## src/rtl/sft_pkg.sv

```systemverilog
package sft_pkg;
    typedef enum logic [1:0] {
        ST_IDLE = 2'd0,
        ST_LEAD = 2'd1,
        ST_DATA = 2'd2
    } sft_state_e;

    localparam int unsigned NLANE = 2;
    localparam int unsigned NPIN  = 3;
endpackage

```

## src/rtl/sft_sync_edge.sv

```systemverilog
module sft_sync_edge #(
    parameter int NSYNC = 8,
    parameter int SEL_W = $clog2(NSYNC)
) (
    input  logic             clk,
    input  logic             rst_n,
    input  logic [NSYNC-1:0] sync_in,
    input  logic [SEL_W-1:0] sel,
    output logic             restart
);
    logic [NSYNC-1:0] cap_q;
    logic             sel_q;
    logic             sel_d;

    // capture, select, delay, then register the low-to-high change
    always_ff @(posedge clk or negedge rst_n) begin
        if (!rst_n) begin
            cap_q   <= '0;
            sel_q   <= 1'b0;
            sel_d   <= 1'b0;
            restart <= 1'b0;
        end else begin
            cap_q   <= sync_in;
            sel_q   <= cap_q[sel];
            sel_d   <= sel_q;
            restart <= sel_q & ~sel_d;
        end
    end

    // a held level may not produce back-to-back restarts
    assert_one_restart_R6: assert property (@(posedge clk) disable iff (!rst_n)
        restart |=> !restart);
endmodule

```

## src/rtl/sft_bit_div.sv

```systemverilog
module sft_bit_div #(
    parameter int DIV_W = 4
) (
    input  logic             clk,
    input  logic             rst_n,
    input  logic             restart,
    input  logic [DIV_W-1:0] div_m1,
    output logic             tick,
    output logic             ser_clk
);
    logic [DIV_W-1:0] cnt_q;
    logic [DIV_W-1:0] cnt_n;
    logic [DIV_W:0]   half;
    logic             wrap;

    assign wrap = (cnt_q >= div_m1);
    assign tick = wrap & ~restart;
    assign half = ({1'b0, div_m1} + 1'b1) >> 1;

    always_comb begin
        if (restart || wrap) cnt_n = '0;
        else                 cnt_n = cnt_q + 1'b1;
    end

    always_ff @(posedge clk or negedge rst_n) begin
        if (!rst_n) begin
            cnt_q   <= '0;
            ser_clk <= 1'b0;
        end else begin
            cnt_q   <= cnt_n;
            ser_clk <= ({1'b0, cnt_n} < half);
        end
    end

    // after a tick the counter starts over, so only a zero divider ticks again
    assert_bit_spacing_R3: assert property (@(posedge clk) disable iff (!rst_n)
        tick |=> (!tick || div_m1 == '0));
endmodule

```

## src/rtl/sft_lane.sv

```systemverilog
module sft_lane #(
    parameter int SMP_W = 24
) (
    input  logic             clk,
    input  logic             rst_n,
    input  logic             clear,
    input  logic             load,
    input  logic             shift,
    input  logic             bit_en,
    input  logic [SMP_W-1:0] word,
    output logic             dout
);
    logic [SMP_W-1:0] sh_q;

    always_ff @(posedge clk or negedge rst_n) begin
        if (!rst_n) begin
            sh_q <= '0;
            dout <= 1'b0;
        end else if (clear) begin
            dout <= 1'b0;
        end else if (load) begin
            dout <= bit_en & word[SMP_W-1];
            sh_q <= word << 1;
        end else if (shift) begin
            dout <= bit_en & sh_q[SMP_W-1];
            sh_q <= sh_q << 1;
        end
    end
endmodule

```

## src/rtl/serial_frame_tx.sv

```systemverilog
module serial_frame_tx
    import sft_pkg::*;
#(
    parameter int SMP_W = 24,
    parameter int IVL_W = 7,
    parameter int LEN_W = 5,
    parameter int DIV_W = 4,
    parameter int ADV_W = 2,
    parameter int NSYNC = 8,
    localparam int SEL_W = $clog2(NSYNC)
) (
    input  logic             clk,
    input  logic             rst_n,
    input  logic             smp_valid,
    input  logic [SMP_W-1:0] smp_i,
    input  logic [SMP_W-1:0] smp_q,
    input  logic [SMP_W-1:0] adj_q,
    input  logic [NSYNC-1:0] sync_in,
    input  logic [IVL_W-1:0] cfg_interval,
    input  logic [LEN_W-1:0] cfg_len,
    input  logic [DIV_W-1:0] cfg_div,
    input  logic [ADV_W-1:0] cfg_adv,
    input  logic [SEL_W-1:0] cfg_sync_sel,
    input  logic             cfg_adj_q,
    input  logic [NPIN-1:0]  cfg_hiz,
    output logic             ser_clk,
    output logic             fs_out,
    output logic             dout_i,
    output logic             dout_q,
    output logic [NPIN-1:0]  pin_oe
);
    logic             restart;
    logic             tick;
    sft_state_e       state_q, state_n;
    logic [IVL_W-1:0] fpos_q, fpos_n;
    logic [IVL_W-1:0] dpos_q, dpos_n;
    logic [ADV_W-1:0] lead_q, lead_n;
    logic [IVL_W-1:0] per_m1;
    logic [LEN_W:0]   word_len;
    logic             bit_en;
    logic             lane_clear, lane_load, lane_shift;
    logic [SMP_W-1:0] hold_q [NLANE];
    logic [NLANE-1:0] lane_dout;

    assign per_m1   = (cfg_interval == '0) ? '0 : cfg_interval - 1'b1;
    assign word_len = {1'b0, cfg_len} + 1'b1;
    assign bit_en   = (int'(dpos_q) < int'(word_len));
    assign pin_oe   = ~cfg_hiz;

    sft_sync_edge #(.NSYNC(NSYNC)) u_sync (
        .clk(clk), .rst_n(rst_n), .sync_in(sync_in), .sel(cfg_sync_sel), .restart(restart)
    );

    sft_bit_div #(.DIV_W(DIV_W)) u_div (
        .clk(clk), .rst_n(rst_n), .restart(restart), .div_m1(cfg_div),
        .tick(tick), .ser_clk(ser_clk)
    );

    // newest sample, Q source chosen on the way in
    always_ff @(posedge clk or negedge rst_n) begin
        if (!rst_n) begin
            for (int k = 0; k < int'(NLANE); k++) hold_q[k] <= '0;
        end else if (smp_valid) begin
            hold_q[0] <= smp_i;
            hold_q[1] <= cfg_adj_q ? adj_q : smp_q;
        end
    end

    // next-state and counter logic
    always_comb begin
        state_n = state_q;
        fpos_n  = fpos_q;
        dpos_n  = dpos_q;
        lead_n  = lead_q;
        if (restart) begin
            fpos_n  = '0;
            dpos_n  = '0;
            lead_n  = cfg_adv;
            state_n = (cfg_adv == '0) ? ST_DATA : ST_LEAD;
        end else if (tick) begin
            unique case (state_q)
                ST_IDLE: ;
                ST_LEAD: begin
                    fpos_n = (fpos_q >= per_m1) ? '0 : fpos_q + 1'b1;
                    lead_n = lead_q - 1'b1;
                    if (lead_q == ADV_W'(1)) state_n = ST_DATA;
                end
                ST_DATA: begin
                    fpos_n = (fpos_q >= per_m1) ? '0 : fpos_q + 1'b1;
                    dpos_n = (dpos_q >= per_m1) ? '0 : dpos_q + 1'b1;
                end
                default: ;
            endcase
        end
    end

    // state register
    always_ff @(posedge clk or negedge rst_n) begin
        if (!rst_n) begin
            state_q <= ST_IDLE;
            fpos_q  <= '0;
            dpos_q  <= '0;
            lead_q  <= '0;
        end else begin
            state_q <= state_n;
            fpos_q  <= fpos_n;
            dpos_q  <= dpos_n;
            lead_q  <= lead_n;
        end
    end

    // outputs
    always_ff @(posedge clk or negedge rst_n) begin
        if (!rst_n)                          fs_out <= 1'b0;
        else if (restart)                    fs_out <= 1'b0;
        else if (tick && state_q != ST_IDLE) fs_out <= (fpos_q == '0);
    end

    assign lane_clear = restart | (tick & (state_q == ST_LEAD));
    assign lane_shift = tick & (state_q == ST_DATA);
    assign lane_load  = lane_shift & (dpos_q == '0);

    for (genvar g = 0; g < int'(NLANE); g++) begin : g_lane
        sft_lane #(.SMP_W(SMP_W)) u_lane (
            .clk(clk), .rst_n(rst_n), .clear(lane_clear), .load(lane_load),
            .shift(lane_shift), .bit_en(bit_en), .word(hold_q[g]), .dout(lane_dout[g])
        );
    end

    assign dout_i = lane_dout[0];
    assign dout_q = lane_dout[1];

    // strobe spacing checker
    int unsigned period_clks;
    int unsigned gap_cnt;
    logic        fs_prev;
    logic        gap_seen;

    assign period_clks = (int'(per_m1) + 1) * (int'(cfg_div) + 1);

    always_ff @(posedge clk or negedge rst_n) begin
        if (!rst_n) begin
            gap_cnt  <= 0;
            gap_seen <= 1'b0;
            fs_prev  <= 1'b0;
        end else begin
            fs_prev <= fs_out;
            if (restart) begin
                gap_cnt  <= 0;
                gap_seen <= 1'b0;
            end else if (fs_out && !fs_prev) begin
                gap_cnt  <= 1;
                gap_seen <= 1'b1;
            end else if (gap_cnt != 32'hFFFF) begin
                gap_cnt <= gap_cnt + 1;
            end
        end
    end

    assert_period_R2: assert property (@(posedge clk) disable iff (!rst_n)
        (fs_out && !fs_prev && gap_seen) |-> gap_cnt == period_clks);

    assert_strobe_on_tick_R2: assert property (@(posedge clk) disable iff (!rst_n)
        $rose(fs_out) |-> $past(tick));

    assert_idle_quiet_R11: assert property (@(posedge clk) disable iff (!rst_n)
        (state_q == ST_IDLE) |-> (!fs_out && !dout_i && !dout_q));

    assert_lead_quiet_R4: assert property (@(posedge clk) disable iff (!rst_n)
        (tick && state_q == ST_LEAD) |=> (!dout_i && !dout_q));

    assert_truncate_R9: assert property (@(posedge clk) disable iff (!rst_n)
        (tick && state_q == ST_DATA && !bit_en) |=> (!dout_i && !dout_q));
endmodule

```

## config.mk

```make
export PLATFORM = sky130hd
export DESIGN_NAME = serial_frame_tx
export DESIGN_NICKNAME = d
export VERILOG_FILES = /design/src/rtl/sft_pkg.sv /design/src/rtl/sft_sync_edge.sv /design/src/rtl/sft_bit_div.sv /design/src/rtl/sft_lane.sv /design/src/rtl/serial_frame_tx.sv
export SDC_FILE = /design/constraint.sdc
export NUM_CORES = 1
export LEC_CHECK = 0
export ABC_AREA = 1
export BUFFER_PORTS_ARGS = -buffer_cell sky130_fd_sc_hd__buf_4
export CAP_MARGIN = 20
export CORE_MARGIN = 4
export CORE_UTILIZATION = 40
export DETAILED_ROUTE_END_ITERATION = 7
export GPL_TIMING_DRIVEN = 0
export PLACE_DENSITY_LB_ADDON = 0.15
export SETUP_SLACK_MARGIN = 0.4
export SLEW_MARGIN = 20
export SYNTH_ARGS = -nofsm -noshare
export SYNTH_HDL_FRONTEND = slang
export SYNTH_SLANG_ARGS = --single-unit
```

## constraint.sdc

```tcl
create_clock -name clk -period 1.9 [get_ports clk]
set_input_delay 0.285 -clock clk [delete_from_list [all_inputs] [get_ports clk]]
set_output_delay 0.285 -clock clk [all_outputs]
set_load 0.1 [all_outputs]
```

==> results.yml <==
power_and_ir_drop:
  total_leakage_power_uw: 0.004834
  irDropWorstVdd_uv: 712.3
  p_per_area_nw_per_um2: 1180
critical_path:
  critical_path.endpoint_type: "register"
  rr_worst_depth: 12
  cp_slowest_stage_delay_ns: 0.36
  endpoint_of_the_worst_slack_reg_to_reg_timing_path: "g_lane[0].u_lane.sh_q[20]$_DFFE_PN0P_"
  path_delay_family: "simple AND/OR/NAND/NOR gates"
  critical_path_cell_count: 12
  crit_path_cell_trace: "inv_2, ha_4, inv_2, nand2_1, nand2_1, nand2_1, nand2_2, nand2_4, nand4_4, buf_12, nand2_2, nand2_1"
  cp_slowest_cell: "sky130_fd_sc_hd__dfrtp_1"
  rr_startpoint: "u_div.cnt_q[0]$_DFF_PN0_"
  worst_setup_path_start_kind: "register"
  timing.critical_path.mode_cell: "sky130_fd_sc_hd__nand2_1"
  worst-endpoint-arrival_ns: 2.08
  peak_fanout_along_the_critical_path: 10
  cp_data_required_time_ns: 2.19
  timing.reg2reg.setup_slack_ns: 0.11
  type_of_the_worst_setup_path: "reg2reg"
  worstPathBufferInverterCount: 3
sta:
  rsz0062_at_grt: "true"
  number_of_failing_hold_endpoints_at_the_final_stage: 0
  maxClockFrequency_mhz: 558.6
  tightestPinTransition_ns: 0.5158
  fin_worst_hold_slack_ns: 0.08492
  slew_violations: 0
  totalNegativeSetupSlack_ns: 0
  fin_crit_sh_pct: 94.22
  fin_worst_skew_ns: 0.009037
  finalCriticalPeriod_ns: 1.790
  max_slew_margin_pct: 65.61
  setup_violations: 0
synthesis:
  syn-cell-area_um2: 6818
  seq_area_frac_synth_pct: 48.08
  synth_area_per_cell_um2: 8.355
  yosys_warnings: 0
  post_synth_main_area_contributors: "sky130_fd_sc_hd__dfrtp_1 48%, sky130_fd_sc_hd__nand2_1 12%, sky130_fd_sc_hd__ha_1 7.0%"
  synth_top_area_cell: "sky130_fd_sc_hd__dfrtp_1"
  post_synth_inst_count: 816
  post-synth-top-area-fraction_pct: 48.08
  ys_seq_elements: 131
  mappedNetlistNets: 962
  synth_cell_types: 30
grt:
  grt_antenna_before_repair: 0
  via_count_of_the_first_global_routing_pass: 6132
  overflow: 0
  grt_usage_pct: 18.34
  wire_length_of_the_first_global_routing_pass_um: 29280
  grt_start_max_net_pins: 91
finish:
  final_area_um2: 9896
  final_cell_mix: "168 x sky130_fd_sc_hd__nand2_1, 130 x sky130_fd_sc_hd__dfrtp_1, 123 x sky130_fd_sc_hd__buf_4"
  layoutNonFillerInstCount: 1214
  num-nets-final: 1128
  area_growth_pct: 45.15
  layout-drive-gt1-share_pct: 33.40
  antenna-diode-count: 0
  layout_commonest_cell: "sky130_fd_sc_hd__nand2_1"
  finalCoreUtilization_pct: 59.46
detailed_routing:
  drcViolationCount: 0
  post_drt_wl_per_cell_um: 14.66
  first_iter_violations: 298
  drt-pass1-iter-count: 4
  route.detailed.vias_per_inst: 4.966
  drtAntennaViolNets: 0
  routed_wl_um: 17790
  dr_total_vias: 6029
floorplan:
  die_h_um: 138.6
  floorplan.io_pins: 115
  chipWidth_um: 138.6
  rows: 47
  floorplan.initialDensity_pct: 40.97
  die_area_um2: 19200
  floorplan.core_area_um2: 16640
placed_design:
  placedInstanceArea_um2: 8314
  place_congestion: 0.8452
  detailedPlacementHpwl_um: 12190
  placed_cells: 1150
  number_of_buffer_cells_added_on_primary_ports: 113
clock_tree:
  clock_tree.root_cell: "sky130_fd_sc_hd__clkbuf_16"
  cts_buffers: 17
  cts_tree: "built"
  maximum_buffer_depth_of_the_clock_tree: 2
  clock_edge_transition_at_the_registers_on_the_reported_setup_and_hold_paths_ns: 0.06
  ctsHtreeMaxLevel: 4
  clk_latency_ns: 0.41
  cts_sinks: 131
worst_hold_path:
  holdCritPathClass: "in2reg"
  holdCritStartpoint: "smp_i[19]"
  hold_end: "hold_q[43]$_DFFE_PN0P_"
  worstHoldPathCells: 3
run_status:
  outcome: "completed"
job:
  timing.max_cap.violations: 0
[repair_timing]
item / CTS / global route
resized for setup: 61 / 116
hold buffers: 9 / 0
buffers inserted: 13 / 6
hold endpoints to repair: 49 / 0
endpoints found under the setup margin: 68 / 69
gates cloned: 3 / 2
pin swaps: 16 / 22
[stage by stage]
step           setup WS [ns]  total power, uW
6_report              0.1098            11680
3_3_place_gp         -0.5090             7281
2_1_floorplan       -0.06652             6326
3_5_place_dp         -0.5414             7349
5_1_grt            -0.007630            12470
4_1_cts              0.08949            10930
[report_power, final]
part | switching (uW) | internal, uW | total (uW)
Combinational | 2760 | 1780 | 4540
Sequential | 555 | 3500 | 4050
Clock | 1180 | 1910 | 3080
Total | 4490 | 7190 | 11700
[synth_stat cells]
cell type / count
sky130_fd_sc_hd__clkinv_1: 2
sky130_fd_sc_hd__ha_1: 38
sky130_fd_sc_hd__o32ai_1: 2
sky130_fd_sc_hd__or2_2: 2
sky130_fd_sc_hd__o21a_1: 1
sky130_fd_sc_hd__nand2_1: 220
sky130_fd_sc_hd__a21o_1: 2
sky130_fd_sc_hd__and2_1: 1
sky130_fd_sc_hd__dfrtp_1: 131
sky130_fd_sc_hd__buf_1: 3
sky130_fd_sc_hd__a21oi_1: 9
sky130_fd_sc_hd__clkbuf_1: 24
sky130_fd_sc_hd__nand3_1: 39
sky130_fd_sc_hd__nor3_4: 1
sky130_fd_sc_hd__o21ai_0: 65
sky130_fd_sc_hd__inv_1: 98
sky130_fd_sc_hd__xnor2_1: 6
sky130_fd_sc_hd__xor2_1: 14
sky130_fd_sc_hd__mux2_2: 2
sky130_fd_sc_hd__nor3_1: 5
sky130_fd_sc_hd__buf_2: 9
sky130_fd_sc_hd__nand3b_1: 3
sky130_fd_sc_hd__o22ai_1: 24
sky130_fd_sc_hd__buf_4: 2
sky130_fd_sc_hd__nand4_1: 7
sky130_fd_sc_hd__nor2_1: 60
sky130_fd_sc_hd__nand4_2: 1
sky130_fd_sc_hd__o2111ai_1: 42
sky130_fd_sc_hd__inv_2: 1
sky130_fd_sc_hd__a31oi_1: 2
[per-layer routing]
| metal | wire length (um) | vias up | global-route usage, % |
|---|---|---|---|
| li1 | - | 3051 | - |
| met1 | 8004 | 2864 | 24.67 |
| met2 | 8873 | 100 | 30.24 |
| met3 | 689 | 14 | 4.172 |
| met4 | 225 | 0 | 4.524 |
| met5 | 0 | - | 0 |
[flip-flops by register name, summed over array words and instances (netlist names)]
register            cells
u_div.cnt_q             4
u_sync.cap_q            8
hold_q                 48
u_sync.sel_q            1
u_sync.sel_d            1
fs_out                  1
g_lane.u_lane.sh_q     46
state_q                 2
u_div.ser_clk           1
g_lane.u_lane.dout      2
u_sync.restart          1
dpos_q                  7
fpos_q                  7
lead_q                  2
[cell families after synthesis]
logic type               count (synthesis)  synth area share, %
AND/OR/NAND/NOR                        339                20.32
multiplexers                             2               0.3303
adder cells (fa/ha/maj)                 38                6.974
AO/OA/AOI/OAI                          147                13.80
XOR/XNOR                                20                2.569
flip-flops                             131                48.08
buffers and inverters                  139                7.928
[final cells by class]
cell class | count | area, um2
Inverter | 101 | 425.4
Tap cell | 220 | 275.3
Timing Repair Buffer | 146 | 1240
Buffer | 38 | 307.8
Sequential cell | 131 | 3279
Clock buffer | 20 | 436.7
Multi-Input combinational cell | 547 | 3817
Clock inverter | 11 | 113.9
Fill cell | 1453 | 6746
[how the worst max path moves through the flow]
stage	slack, ns	endpoint	start
after floorplan	-0.07	dpos_q[0]$_DFFE_PN0P_	cfg_interval[1]
after global placement	-0.51	dpos_q[4]$_DFFE_PN0P_	cfg_interval[1]
after detailed placement	-0.54	dpos_q[4]$_DFFE_PN0P_	cfg_interval[1]
after CTS	0.09	u_div.ser_clk$_DFF_PN0_	u_sync.restart$_DFF_PN0_
after global routing	-0.008	dpos_q[6]$_DFFE_PN0P_	cfg_interval[1]
final	0.11	g_lane[0].u_lane.sh_q[20]$_DFFE_PN0P_	u_div.cnt_q[0]$_DFF_PN0_
[tightest hold or removal path, cell delays in order]
cell and delay (ns):
sky130_fd_sc_hd__buf_4 0.07, sky130_fd_sc_hd__nand2_1 0.04, sky130_fd_sc_hd__o21ai_0 0.06
(Power assumes the default switching activity.)
